`src/rtl/agu_pkg.sv`:
```
package agu_pkg;

    typedef enum logic [1:0] {
        IDX_PRE    = 2'b00,
        IDX_PRE_WB = 2'b01,
        IDX_POST   = 2'b10,
        IDX_RSVD   = 2'b11
    } idx_mode_e;

    typedef enum logic {
        ST_IDLE = 1'b0,
        ST_DONE = 1'b1
    } res_state_e;

endpackage

```
`src/rtl/agu_offset_shifter.sv`:
```
module agu_offset_shifter #(
    parameter int W   = 32,
    parameter int SHW = 5
) (
    input  logic [W-1:0]   din,
    input  logic [SHW-1:0] amt,
    input  logic           to_right,
    output logic [W-1:0]   dout
);

    logic [SHW:0][W-1:0] stage;

    assign stage[0] = din;

    genvar s;
    generate
        for (s = 0; s < SHW; s++) begin : g_stage
            localparam int DIST = 1 << s;
            logic [W-1:0] moved;
            always_comb begin
                if (to_right) moved = stage[s] >> DIST;
                else          moved = stage[s] << DIST;
            end
            assign stage[s+1] = amt[s] ? moved : stage[s];
        end
    endgenerate

    assign dout = stage[SHW];

endmodule

```
`src/rtl/agu_offset_select.sv`:
```
module agu_offset_select #(
    parameter int W    = 32,
    parameter int IMMW = 12
) (
    input  logic [IMMW-1:0] imm,
    input  logic [W-1:0]    reg_shifted,
    input  logic            use_reg,
    input  logic            negate,
    output logic [W-1:0]    offset
);

    localparam logic [W-1:0] ONE = {{(W-1){1'b0}}, 1'b1};

    logic [W-1:0] imm_ext;
    logic [W-1:0] picked;

    assign imm_ext = {{(W-IMMW){imm[IMMW-1]}}, imm};

    always_comb begin
        picked = use_reg ? reg_shifted : imm_ext;
        offset = negate ? (~picked + ONE) : picked;
    end

endmodule

```
`src/rtl/lsu_agu.sv`:
```
module lsu_agu
    import agu_pkg::*;
#(
    parameter int W       = 32,
    parameter int IMMW    = 12,
    parameter int SHW     = 5,
    parameter int PC_BIAS = 8
) (
    input  logic            clk,
    input  logic            rst_n,
    input  logic            req_valid,
    input  logic [W-1:0]    base_in,
    input  logic [W-1:0]    pc_in,
    input  logic [W-1:0]    off_reg,
    input  logic [IMMW-1:0] off_imm,
    input  logic            off_is_reg,
    input  logic            shift_right,
    input  logic [SHW-1:0]  shift_amt,
    input  logic            sub_off,
    input  logic [1:0]      idx_mode,
    input  logic            pc_rel,
    output logic            res_valid,
    output logic [W-1:0]    eff_addr,
    output logic [W-1:0]    new_base,
    output logic            base_wr
);

    localparam logic [W-1:0] PC_AHEAD = W'(PC_BIAS);

    res_state_e state_q, state_d;
    idx_mode_e  mode_eff;

    logic [W-1:0] off_shifted;
    logic [W-1:0] offset;
    logic [W-1:0] base_sel;
    logic [W-1:0] sum;
    logic [W-1:0] eff_d;
    logic [W-1:0] nb_d;
    logic         wr_d;
    logic         use_reg;

    logic [W-1:0] eff_q;
    logic [W-1:0] nb_q;
    logic         wr_q;

    agu_offset_shifter #(.W(W), .SHW(SHW)) u_shift (
        .din      (off_reg),
        .amt      (shift_amt),
        .to_right (shift_right),
        .dout     (off_shifted)
    );

    assign use_reg = off_is_reg & ~pc_rel;

    agu_offset_select #(.W(W), .IMMW(IMMW)) u_osel (
        .imm         (off_imm),
        .reg_shifted (off_shifted),
        .use_reg     (use_reg),
        .negate      (sub_off),
        .offset      (offset)
    );

    // Indexing decode: PC-relative forces plain pre-indexed.
    always_comb begin
        if (pc_rel) begin
            mode_eff = IDX_PRE;
            base_sel = pc_in + PC_AHEAD;
        end else begin
            mode_eff = idx_mode_e'(idx_mode);
            base_sel = base_in;
        end
        sum = base_sel + offset;
        unique case (mode_eff)
            IDX_PRE_WB: begin eff_d = sum;      nb_d = sum;     wr_d = 1'b1; end
            IDX_POST:   begin eff_d = base_sel; nb_d = sum;     wr_d = 1'b1; end
            IDX_PRE,
            IDX_RSVD:   begin eff_d = sum;      nb_d = base_in; wr_d = 1'b0; end
            default:    begin eff_d = sum;      nb_d = base_in; wr_d = 1'b0; end
        endcase
    end

    // State register
    always_ff @(posedge clk or negedge rst_n) begin
        if (!rst_n) state_q <= ST_IDLE;
        else        state_q <= state_d;
    end

    always_comb begin
        unique case (state_q)
            ST_IDLE: state_d = req_valid ? ST_DONE : ST_IDLE;
            ST_DONE: state_d = req_valid ? ST_DONE : ST_IDLE;
            default: state_d = ST_IDLE;
        endcase
    end

    // Result capture
    always_ff @(posedge clk or negedge rst_n) begin
        if (!rst_n) begin
            eff_q <= '0;
            nb_q  <= '0;
            wr_q  <= 1'b0;
        end else if (req_valid) begin
            eff_q <= eff_d;
            nb_q  <= nb_d;
            wr_q  <= wr_d;
        end
    end

    // Outputs
    always_comb begin
        res_valid = (state_q == ST_DONE);
        base_wr   = (state_q == ST_DONE) && wr_q;
        eff_addr  = eff_q;
        new_base  = nb_q;
    end

    p_wr_with_valid_r2: assert property (@(posedge clk) disable iff (!rst_n)
        base_wr |-> res_valid);

    p_valid_follows_req_r2: assert property (@(posedge clk) disable iff (!rst_n)
        req_valid |=> res_valid);

    p_idle_hold_r2: assert property (@(posedge clk) disable iff (!rst_n)
        !req_valid |=> (!res_valid && $stable(eff_addr) && $stable(new_base)));

    p_pcrel_no_wr_r9: assert property (@(posedge clk) disable iff (!rst_n)
        (req_valid && pc_rel) |=> !base_wr);

    p_post_base_addr_r5: assert property (@(posedge clk) disable iff (!rst_n)
        (req_valid && !pc_rel && idx_mode == 2'b10) |=> (eff_addr == $past(base_in) && base_wr));

    p_wb_same_sum_r4: assert property (@(posedge clk) disable iff (!rst_n)
        (req_valid && !pc_rel && idx_mode == 2'b01) |=> (new_base == eff_addr && base_wr));

    p_pre_keeps_base_r3: assert property (@(posedge clk) disable iff (!rst_n)
        (req_valid && (pc_rel || !idx_mode[0] && !idx_mode[1] || idx_mode == 2'b11))
            |=> (new_base == $past(base_in) && !base_wr));

    p_zero_shift_pass_r7: assert property (@(posedge clk) disable iff (!rst_n)
        (shift_amt == '0) |-> (off_shifted == off_reg));

endmodule

```
`config.mk`:
```
export PLATFORM = sky130hd
export DESIGN_NAME = lsu_agu
export DESIGN_NICKNAME = d
export VERILOG_FILES = /design/src/rtl/agu_pkg.sv /design/src/rtl/agu_offset_shifter.sv /design/src/rtl/agu_offset_select.sv /design/src/rtl/lsu_agu.sv
export SDC_FILE = /design/constraint.sdc
export NUM_CORES = 1
export LEC_CHECK = 0
export BUFFER_PORTS_ARGS = -buffer_cell sky130_fd_sc_hd__buf_4
export CAP_MARGIN = 10
export CORE_ASPECT_RATIO = 0.5
export CORE_MARGIN = 5
export CORE_UTILIZATION = 51
export CTS_CLUSTER_DIAMETER = 50
export CTS_CLUSTER_SIZE = 28
export DETAILED_ROUTE_END_ITERATION = 12
export PLACE_DENSITY = 0.73
export SYNTH_ARGS = -nofsm -noshare
export SYNTH_HDL_FRONTEND = slang
export SYNTH_HIERARCHICAL = 1
export SYNTH_SLANG_ARGS = --single-unit
```
`constraint.sdc`:
```
create_clock -name clk -period 1.06 [get_ports clk]
set_input_delay 0.106 -clock clk [delete_from_list [all_inputs] [get_ports clk]]
set_output_delay 0.106 -clock clk [all_outputs]
set_load 0.005 [all_outputs]
```
==> results.json, run 1 <==
{
  "synth_area_per_cell_um2": 7.36,
  "worst_endpoint_kind": "register data pin",
  "syn_area_um2": 11300,
  "root_buffer": "clkbuf_16",
  "cts_sinks": 66,
  "syn-num-nets": 1692,
  "grtUsageTotal": 0.951,
  "lastStage": "global routing (5_1_grt)",
  "synthAdderAreaFrac": 0.0451,
  "yosys.area_share.simple": 0.232,
  "rows": 38,
  "error": "[ERROR GRT-0232] Routing congestion too high. Check the congestion heatmap in the GUI.",
  "dp_hpwl_um": 44600,
  "synth_top_family_by_area": "compound AO/OA/AOI/OAI gates",
  "netlist_instances": 1530,
  "outcome": "stopped before the end",
  "synth-compound-area-share": 0.319,
  "port_buffers": 187,
  "ys.flop_type": "dfrtp_1",
  "start_util": 0.519,
  "die_x_um": 220,
  "async_flop_share": 1.00,
  "gp_congestion": 1.13,
  "yosysWarnings": 6,
  "cts_max_path_buffers": 2,
  "synthXorXnorAreaFrac": 0.0607,
  "synth_mux_area_frac": 0.134,
  "synth_seq_cells": 66,
  "htree_levels": 3,
  "synth.distinct_cells": 99,
  "ioPinCount": 188,
  "overflow": 1236,
  "synth_edf_count": 0,
  "grt_max_degree": 32,
  "die_h_um": 115,
  "placed_cell_area_um2": 17000,
  "numCtsBuffers": 9,
  "worst_endpoint": "eff_addr[28]$_DFFE_PN0P_/D",
  "synth-seq-area-share": 0.147
}
## cells by family after synthesis
logic type,Yosys count
flops,66
mux,141
buf+inv,142
simple gates,538
compound gates,525
xor+xnor,78
fa+ha+maj,40
## stage by stage
step	setup WS, ns	std cells	hold slack (ns)	TNS (ns)	utilization
2_1_floorplan	-3.71	1530	-0.190	-186.41	-
4_1_cts	-3.87	2515	0.0730	-205.92	0.885
3_3_place_gp	-4.42	2440	0.0392	-242.28	0.783
3_5_place_dp	-4.59	2440	0.0471	-251.04	0.783
## timing repair
item,in CTS
pin swaps,106
endpoints found under the hold margin,44
cloned,9
hold buffers,1
endpoints found under the setup margin,66
resized for setup,268
setup buffers,53
## cells in the mapped netlist, types with 11 or more instances
cell type / n / area share
a211o_1: 15 / 0.012
a211oi_2: 15 / 0.017
nor2_1: 217 / 0.072
mux2_2: 14 / 0.014
ha_1: 39 / 0.043
inv_1: 23 / 0.0077
mux2i_1: 119 / 0.11
and3_1: 18 / 0.010
a21oi_1: 167 / 0.074
o21ai_0: 66 / 0.029
buf_4: 11 / 0.0073
nand2b_1: 13 / 0.0072
buf_2: 23 / 0.010
o31ai_1: 21 / 0.014
a22oi_1: 11 / 0.0073
or3_1: 11 / 0.0061
a31oi_1: 15 / 0.0083
xnor2_1: 30 / 0.023
nand2_1: 106 / 0.035
clkbuf_1: 60 / 0.020
a21o_1: 26 / 0.017
dfrtp_1: 66 / 0.15
a211oi_1: 33 / 0.022
nand4_1: 18 / 0.010
nor2b_1: 14 / 0.0078
nand3_1: 31 / 0.014
nor3_1: 52 / 0.023
o22ai_1: 24 / 0.013
o211ai_1: 25 / 0.017
xor2_1: 48 / 0.037
## layer usage
| layer | track usage | overflow |
|---|---|---|
| met5 | 0.552 | 10 |
| met4 | 1.06 | 427 |
| met3 | 0.840 | 46 |
| met2 | 1.12 | 716 |
| met1 | 0.877 | 37 |
==> run 2, diff against run 1 <==
--- a/config.mk
+++ b/config.mk
@@ -7,13 +7,10 @@
 export LEC_CHECK = 0
 export BUFFER_PORTS_ARGS = -buffer_cell sky130_fd_sc_hd__buf_4
 export CAP_MARGIN = 10
-export CORE_ASPECT_RATIO = 0.5
 export CORE_MARGIN = 5
-export CORE_UTILIZATION = 51
-export CTS_CLUSTER_DIAMETER = 50
-export CTS_CLUSTER_SIZE = 28
+export CORE_UTILIZATION = 36
 export DETAILED_ROUTE_END_ITERATION = 12
-export PLACE_DENSITY = 0.73
+export PLACE_DENSITY_LB_ADDON = 0.15
 export SYNTH_ARGS = -nofsm -noshare
 export SYNTH_HDL_FRONTEND = slang
 export SYNTH_HIERARCHICAL = 1
==> run 2 against run 1 <==
Against the previous run:
- the flow now finishes, with violations (setup timing)
- synthesized cell count unchanged
- area after synthesis unchanged
==> results.json, run 2 <==
{
  "outcome": "finished, violations left",
  "violations": "setup timing",
  "synth_seq_cells": 66,
  "path_clk_slew_ns": 0.05,
  "setup_slack_ns": -4.01,
  "port_buffers": 187,
  "finalSetupViolCount": 66,
  "place_ws_ns": -4.88,
  "route.detailed.drc": 0,
  "antenna_found_initial": 0,
  "die_h_um": 187,
  "leakage_nw": 9.22,
  "synth_top_family_by_area": "compound AO/OA/AOI/OAI gates",
  "routed_via_density": 5.70,
  "required_ns": 1.34,
  "nFillCells": 2646,
  "ys.flop_type": "dfrtp_1",
  "p_clk_frac": 0.129,
  "p_per_area_nw_per_um2": 1080,
  "clock_skew_ns": 0,
  "synthAdderAreaFrac": 0.0451,
  "overflow": 0,
  "slew_viol_final": 0,
  "synth_mux_area_frac": 0.134,
  "clock_latency_ns": 0.35,
  "cts_sinks": 66,
  "synth-seq-area-share": 0.147,
  "drt-initial-drc-count": 1020,
  "relSlewSlack": 0.390,
  "maxCapViolations": 0,
  "start_util": 0.366,
  "grt_pass1_wl_um": 91000,
  "netSwitchingFraction": 0.413,
  "grt_max_degree": 40,
  "intPower_mw": 12.8,
  "worstSetupPathType": "input pin to register",
  "synthXorXnorAreaFrac": 0.0607,
  "final_common_cell": "buf_4",
  "tritoncts": "built",
  "fin_crit_sh": 4.79,
  "cts_max_path_buffers": 2,
  "root_buffer": "clkbuf_16",
  "rows": 64,
  "syn_area_um2": 11300,
  "dr_total_vias": 15400,
  "path_max_fanout": 6,
  "synth-compound-area-share": 0.319,
  "stdcell_area_um2": 20200,
  "yosysWarnings": 6,
  "layout.nets": 2459,
  "vdd_drop_max_mv": 0.888,
  "die_x_um": 187,
  "yosys.area_share.simple": 0.232,
  "max_freq_mhz": 197,
  "finalWirelength_um": 60300,
  "critPathCaptureType": "register",
  "p_comb_frac": 0.705,
  "synth.distinct_cells": 99,
  "whs_ns": 0.0456,
  "numCtsBuffers": 9,
  "htree_levels": 3,
  "synth_edf_count": 0,
  "crit_path_start_kind": "input pin",
  "gp_congestion": 1.04,
  "drive_gt1_frac": 0.513,
  "dieArea_um2": 34900,
  "rsz0062_at_grt": "yes",
  "ioPinCount": 188,
  "synth.most_common_cell": "nor2_1",
  "post-synth-top-area-fraction": 0.147,
  "synth_area_per_cell_um2": 7.36,
  "drt_first_pass_iters": 5,
  "netlist_top_cells_count": "nor2_1, a21oi_1, mux2i_1",
  "fin_crit_ns": 5.07,
  "worstMarginPinSlew_ns": 0.911,
  "detail-route-antenna-nets": 0,
  "core-area_um2": 30700,
  "synth_top_area_cell": "dfrtp_1",
  "finalHoldViolCount": 0,
  "hold_path_class": "input pin to register",
  "arrival_ns": 5.35,
  "syn-num-nets": 1692,
  "async_flop_share": 1.00,
  "final_cell_mix": "buf_4, nor2_1, a21oi_1",
  "area_delta_synth_final_pct": 79.3,
  "netlist_instances": 1530,
  "wl_per_cell_um": 22.3,
  "fin_setup_tns_ns": -215.17,
  "grtUsageTotal": 0.326,
  "dp_hpwl_um": 48500,
  "grt_pass1_vias": 15600,
  "pwr-share-seq": 0.166,
  "antenna-diode-count": 0,
  "synth_area_leaders": "dfrtp_1, mux2i_1, a21oi_1",
  "power.switching_mw": 8.96,
  "placed_cell_area_um2": 17500
}
-- run 2: cell counts after synthesis --
Identical to the previous run, type by type.
-- run 2: cell families (layout without fill, tap and decap cells) --
kind of cell,after synthesis,count (layout)
adders and majority gates,40,40
and+or+nand+nor,538,538
DFF,66,66
muxes,141,141
AOI/OAI and AO/OA,525,525
buffers and inverters,142,913
xor gates and xnor gates,78,78
-- run 2: critical path, stage by stage --
cell and delay [ns]:
buf_12 0.11, buf_12 0.14, buf_6 0.10, buf_6 0.09, mux2i_4 0.22, buf_4 0.13, o22ai_1 0.08, a21oi_2 0.18
buf_4 0.16, nor2_1 0.06, o21ai_1 0.20, o221ai_2 0.18, nor4b_4 0.36, o221ai_2 0.18, buf_4 0.17, nor3_1 0.14
buf_4 0.17, nand4b_1 0.22, a2111oi_2 0.33, nor3_1 0.10, ha_1 0.34, buf_4 0.16, a2111oi_4 0.44, o311ai_4 0.17
and3b_1 0.22, or4_1 0.48, nand3_1 0.09
-- run 2: final cells by class --
type	count	area (µm²)	share of cell area
repair buffers	871	7150	0.354
well taps	396	495	0.0245
multi-input cells	1322	10500	0.521
flip-flops and latches	66	1650	0.0818
clock buffers	13	260	0.0129
clock inverters	2	12.5	0.000620
inverters	27	109	0.00539
-- run 2: final timing paths --
check	startpoint	to	slack, ns	depth (start not counted)
max	shift_amt[0]	eff_addr[31]$_DFFE_PN0P_	-4.01	27
min	base_in[4]	new_base[4]$_DFFE_PN0P_	0.05	3
max reg2reg	eff_addr[7]$_DFFE_PN0P_	eff_addr[7]$_DFFE_PN0P_	0.14	2
min reg2reg	eff_addr[27]$_DFFE_PN0P_	eff_addr[27]$_DFFE_PN0P_	0.49	2
max in group asynchronous	rst_n	new_base[24]$_DFFE_PN0P_	0.41	3
min in group asynchronous	rst_n	new_base[3]$_DFFE_PN0P_	0.20	2
-- run 2: timing repair --
action,4_1_cts,5_1_grt
cloned,6,0
endpoints found under the setup margin,66,66
hold buffers,1,0
pin swaps,70,73
hold endpoints to repair,66,0
resized for setup,230,102
buffers inserted,54,24
-- run 2: per-layer routing --
metal,wire (µm),global-route usage,vias to the layer above
met5,0,0,-
met4,3890,0.179,0
met2,29900,0.584,582
li1,-,-,7280
met1,23500,0.378,7365
met3,2980,0.0411,154
-- run 2: power groups by stage --
stage | Sequential [mW] | Combinational (mW) | Clock, mW
2_1_floorplan | 3.61 | 5.90 | 0
3_3_place_gp | 3.62 | 12.5 | 0
3_5_place_dp | 3.63 | 12.6 | 0
4_1_cts | 3.59 | 14.1 | 2.85
5_1_grt | 3.67 | 16.3 | 2.90
6_report | 3.60 | 15.3 | 2.80
-- run 2: per-stage QoR --
step	util	power, mW	cells
5_1_grt	0.656	22.8	2697
3_3_place_gp	0.570	16.1	2600
3_5_place_dp	0.570	16.2	2600
6_report	0.656	21.7	2697
4_1_cts	0.633	20.5	2674
2_1_floorplan	-	9.51	1530
No activity file was read; power rests on OpenSTA's default activity.
==> run 3, diff against run 2 <==
--- a/config.mk
+++ b/config.mk
@@ -13,5 +13,4 @@
 export PLACE_DENSITY_LB_ADDON = 0.15
 export SYNTH_ARGS = -nofsm -noshare
 export SYNTH_HDL_FRONTEND = slang
-export SYNTH_HIERARCHICAL = 1
 export SYNTH_SLANG_ARGS = --single-unit
==> run 3 against run 2 <==
Against the previous run:
- the run still ends with setup timing left
- sequential power is 4% higher
- hold slack worse by 0.023 ns
- die area is 2.5% lower
- critical path type unchanged
- largest cell class unchanged
==> results.json, run 3 <==
{
  "whs_ns": 0.0227,
  "critPathCaptureType": "register",
  "post-synth-top-area-fraction": 0.151,
  "hold_path_class": "input pin to register",
  "path_clk_slew_ns": 0.06,
  "die_x_um": 185,
  "gp_congestion": 1.09,
  "cts_max_path_buffers": 2,
  "drt-initial-drc-count": 1789,
  "die_h_um": 185,
  "synth_area_leaders": "dfrtp_1, mux2i_1, a21oi_1",
  "arrival_ns": 5.68,
  "fin_crit_ns": 5.44,
  "core-area_um2": 30300,
  "tritoncts": "built",
  "p_comb_frac": 0.696,
  "async_flop_share": 1.00,
  "slew_viol_final": 0,
  "cts_sinks": 66,
  "total_power_mw": 23.0,
  "synth_seq_cells": 66,
  "setup_slack_ns": -4.38,
  "worst_path_max_delay_cell": "mux4_2",
  "rows": 64,
  "critPathBufInv": 4,
  "grt_max_degree": 54,
  "dieArea_um2": 34100,
  "antenna-diode-count": 0,
  "required_ns": 1.30,
  "routed_via_density": 5.94,
  "nFillCells": 2491,
  "ioPinCount": 188,
  "fin_setup_tns_ns": -222.65,
  "final_common_cell": "buf_4",
  "crit_path_start_kind": "input pin",
  "dp_hpwl_um": 52100,
  "overflow": 0,
  "netSwitchingFraction": 0.413,
  "max_freq_mhz": 184,
  "pwr-share-seq": 0.162,
  "netlist_top_cells_count": "nor2_1, a21oi_1, nand2_1",
  "root_buffer": "clkbuf_16",
  "syn_area_um2": 11000,
  "final_cell_mix": "buf_4, nor2_1, a21oi_1",
  "intPower_mw": 13.5,
  "netlist_instances": 1534,
  "htree_levels": 3,
  "outcome": "finished, violations left",
  "synth-seq-area-share": 0.151,
  "worstSetupPathType": "input pin to register",
  "layout.nets": 2518,
  "finalHoldViolCount": 0,
  "p_clk_frac": 0.142,
  "route.detailed.drc": 0,
  "syn-num-nets": 1691,
  "synth_edf_count": 0,
  "vdd_drop_max_mv": 0.681,
  "ys.flop_type": "dfrtp_1",
  "clock_skew_ns": 0,
  "area_delta_synth_final_pct": 88.4,
  "maxCapViolations": 0,
  "relSlewSlack": 0.386,
  "synth.most_common_cell": "nor2_1",
  "worstMarginPinSlew_ns": 0.898,
  "grt_pass1_wl_um": 94700,
  "cp_top_family": "compound AO/OA/AOI/OAI gates",
  "power.switching_mw": 9.51,
  "yosysWarnings": 0,
  "start_util": 0.361,
  "cp_slowest_stage_delay_ns": 0.55,
  "grt_pass1_vias": 15800,
  "fin_crit_sh": 5.13,
  "synth_area_per_cell_um2": 7.15,
  "leakage_nw": 9.52,
  "drive_gt1_frac": 0.527,
  "clock_latency_ns": 0.35,
  "drt_first_pass_iters": 6,
  "path_max_fanout": 7,
  "port_buffers": 187,
  "antenna_found_initial": 1,
  "synth.distinct_cells": 89,
  "grtUsageTotal": 0.362,
  "numCtsBuffers": 9,
  "wl_per_cell_um": 23.7,
  "synth_top_area_cell": "dfrtp_1",
  "p_per_area_nw_per_um2": 1110,
  "finalWirelength_um": 65400,
  "finalSetupViolCount": 67,
  "dr_total_vias": 16400,
  "violations": "setup timing",
  "detail-route-antenna-nets": 0,
  "rsz0062_at_grt": "yes"
}
## run 3: cell count changes after synthesis, sizes merged, moves of 7 or more
cell / change
o21ai: +25
nor3: -23
a31oi: +22
nand2: +18
clkbuf: +17
a211o: -13
xnor2: +13
nand3: +12
o211ai: -10
a211oi: -8
mux4: +8
nand4: -8
o221ai: +8
o31ai: -7
## run 3: layer usage
| metal | vias to the layer above | track usage | routed length [µm] | share of wire |
|---|---|---|---|---|
| met5 | - | 0 | 0 | 0 |
| met4 | 0 | 0.198 | 4590 | 0.070 |
| met3 | 269 | 0.0726 | 6060 | 0.093 |
| met2 | 982 | 0.559 | 28400 | 0.43 |
| met1 | 7775 | 0.475 | 26400 | 0.40 |
| li1 | 7369 | - | - | - |
## run 3: layout make-up
type,count,area (µm²),share of cell area
multi-input cells,1315,10300,0.498
clock buffers,11,233,0.0113
well taps,396,495,0.0240
flip-flops and latches,66,1660,0.0801
inverters,25,105,0.00509
repair buffers,944,7810,0.378
clock inverters,5,78.8,0.00382
## run 3: repair_timing
action | 4_1_cts | 5_1_grt
pin swaps | 140 | 163
cloned | 1 | 3
hold buffers | 1 | 0
buffers inserted | 77 | 43
gates resized for setup | 232 | 161
endpoints found under the hold margin | 66 | 0
endpoints found under the setup margin | 69 | 69
## run 3: per-stage QoR
stage	setup WS, ns	util	std cells	instance area [µm²]
2_1_floorplan	-4.15	-	1534	11300
3_3_place_gp	-4.88	0.579	2636	17600
3_5_place_dp	-4.99	0.579	2636	17600
4_1_cts	-4.15	0.645	2727	19600
5_1_grt	-4.55	0.681	2762	20700
6_report	-4.38	0.681	2762	20700
## run 3: power by group through the flow
stage               clock, mW  sequential [mW]  combinational (mW)
finish                   3.27             3.73                16.0
CTS                      3.30             3.72                14.1
global route             3.40             3.79                16.9
floorplan                   0             3.62                5.70
detailed placement          0             3.74                12.4
global placement            0             3.72                12.3
## run 3: cells by family after synthesis
kind of cell / share of synthesized area
adders and majority gates: 0.0406
buffers and inverters: 0.0640
xor gates and xnor gates: 0.0687
muxes: 0.158
and+or+nand+nor: 0.209
AOI/OAI and AO/OA: 0.310
DFF: 0.151
## run 3: final timing paths
kind | startpoint | to | slack, ns | depth (start not counted)
setup / recovery | shift_right | eff_addr[29]$_DFFE_PN0P_ | -4.38 | 26
hold / removal | base_in[13] | new_base[13]$_DFFE_PN0P_ | 0.02 | 3
setup reg to reg | eff_addr[28]$_DFFE_PN0P_ | eff_addr[28]$_DFFE_PN0P_ | 0.17 | 3
hold reg to reg | eff_addr[1]$_DFFE_PN0P_ | eff_addr[1]$_DFFE_PN0P_ | 0.51 | 2
max in group asynchronous | rst_n | eff_addr[5]$_DFFE_PN0P_ | 0.38 | 3
min in group asynchronous | rst_n | new_base[5]$_DFFE_PN0P_ | 0.19 | 2
## run 3: worst register-to-register path, stage by stage (launching register included)
cell and delay [ns]:
dfrtp_2 0.47, buf_4 0.16, nor2_1 0.08, a21oi_1 0.05
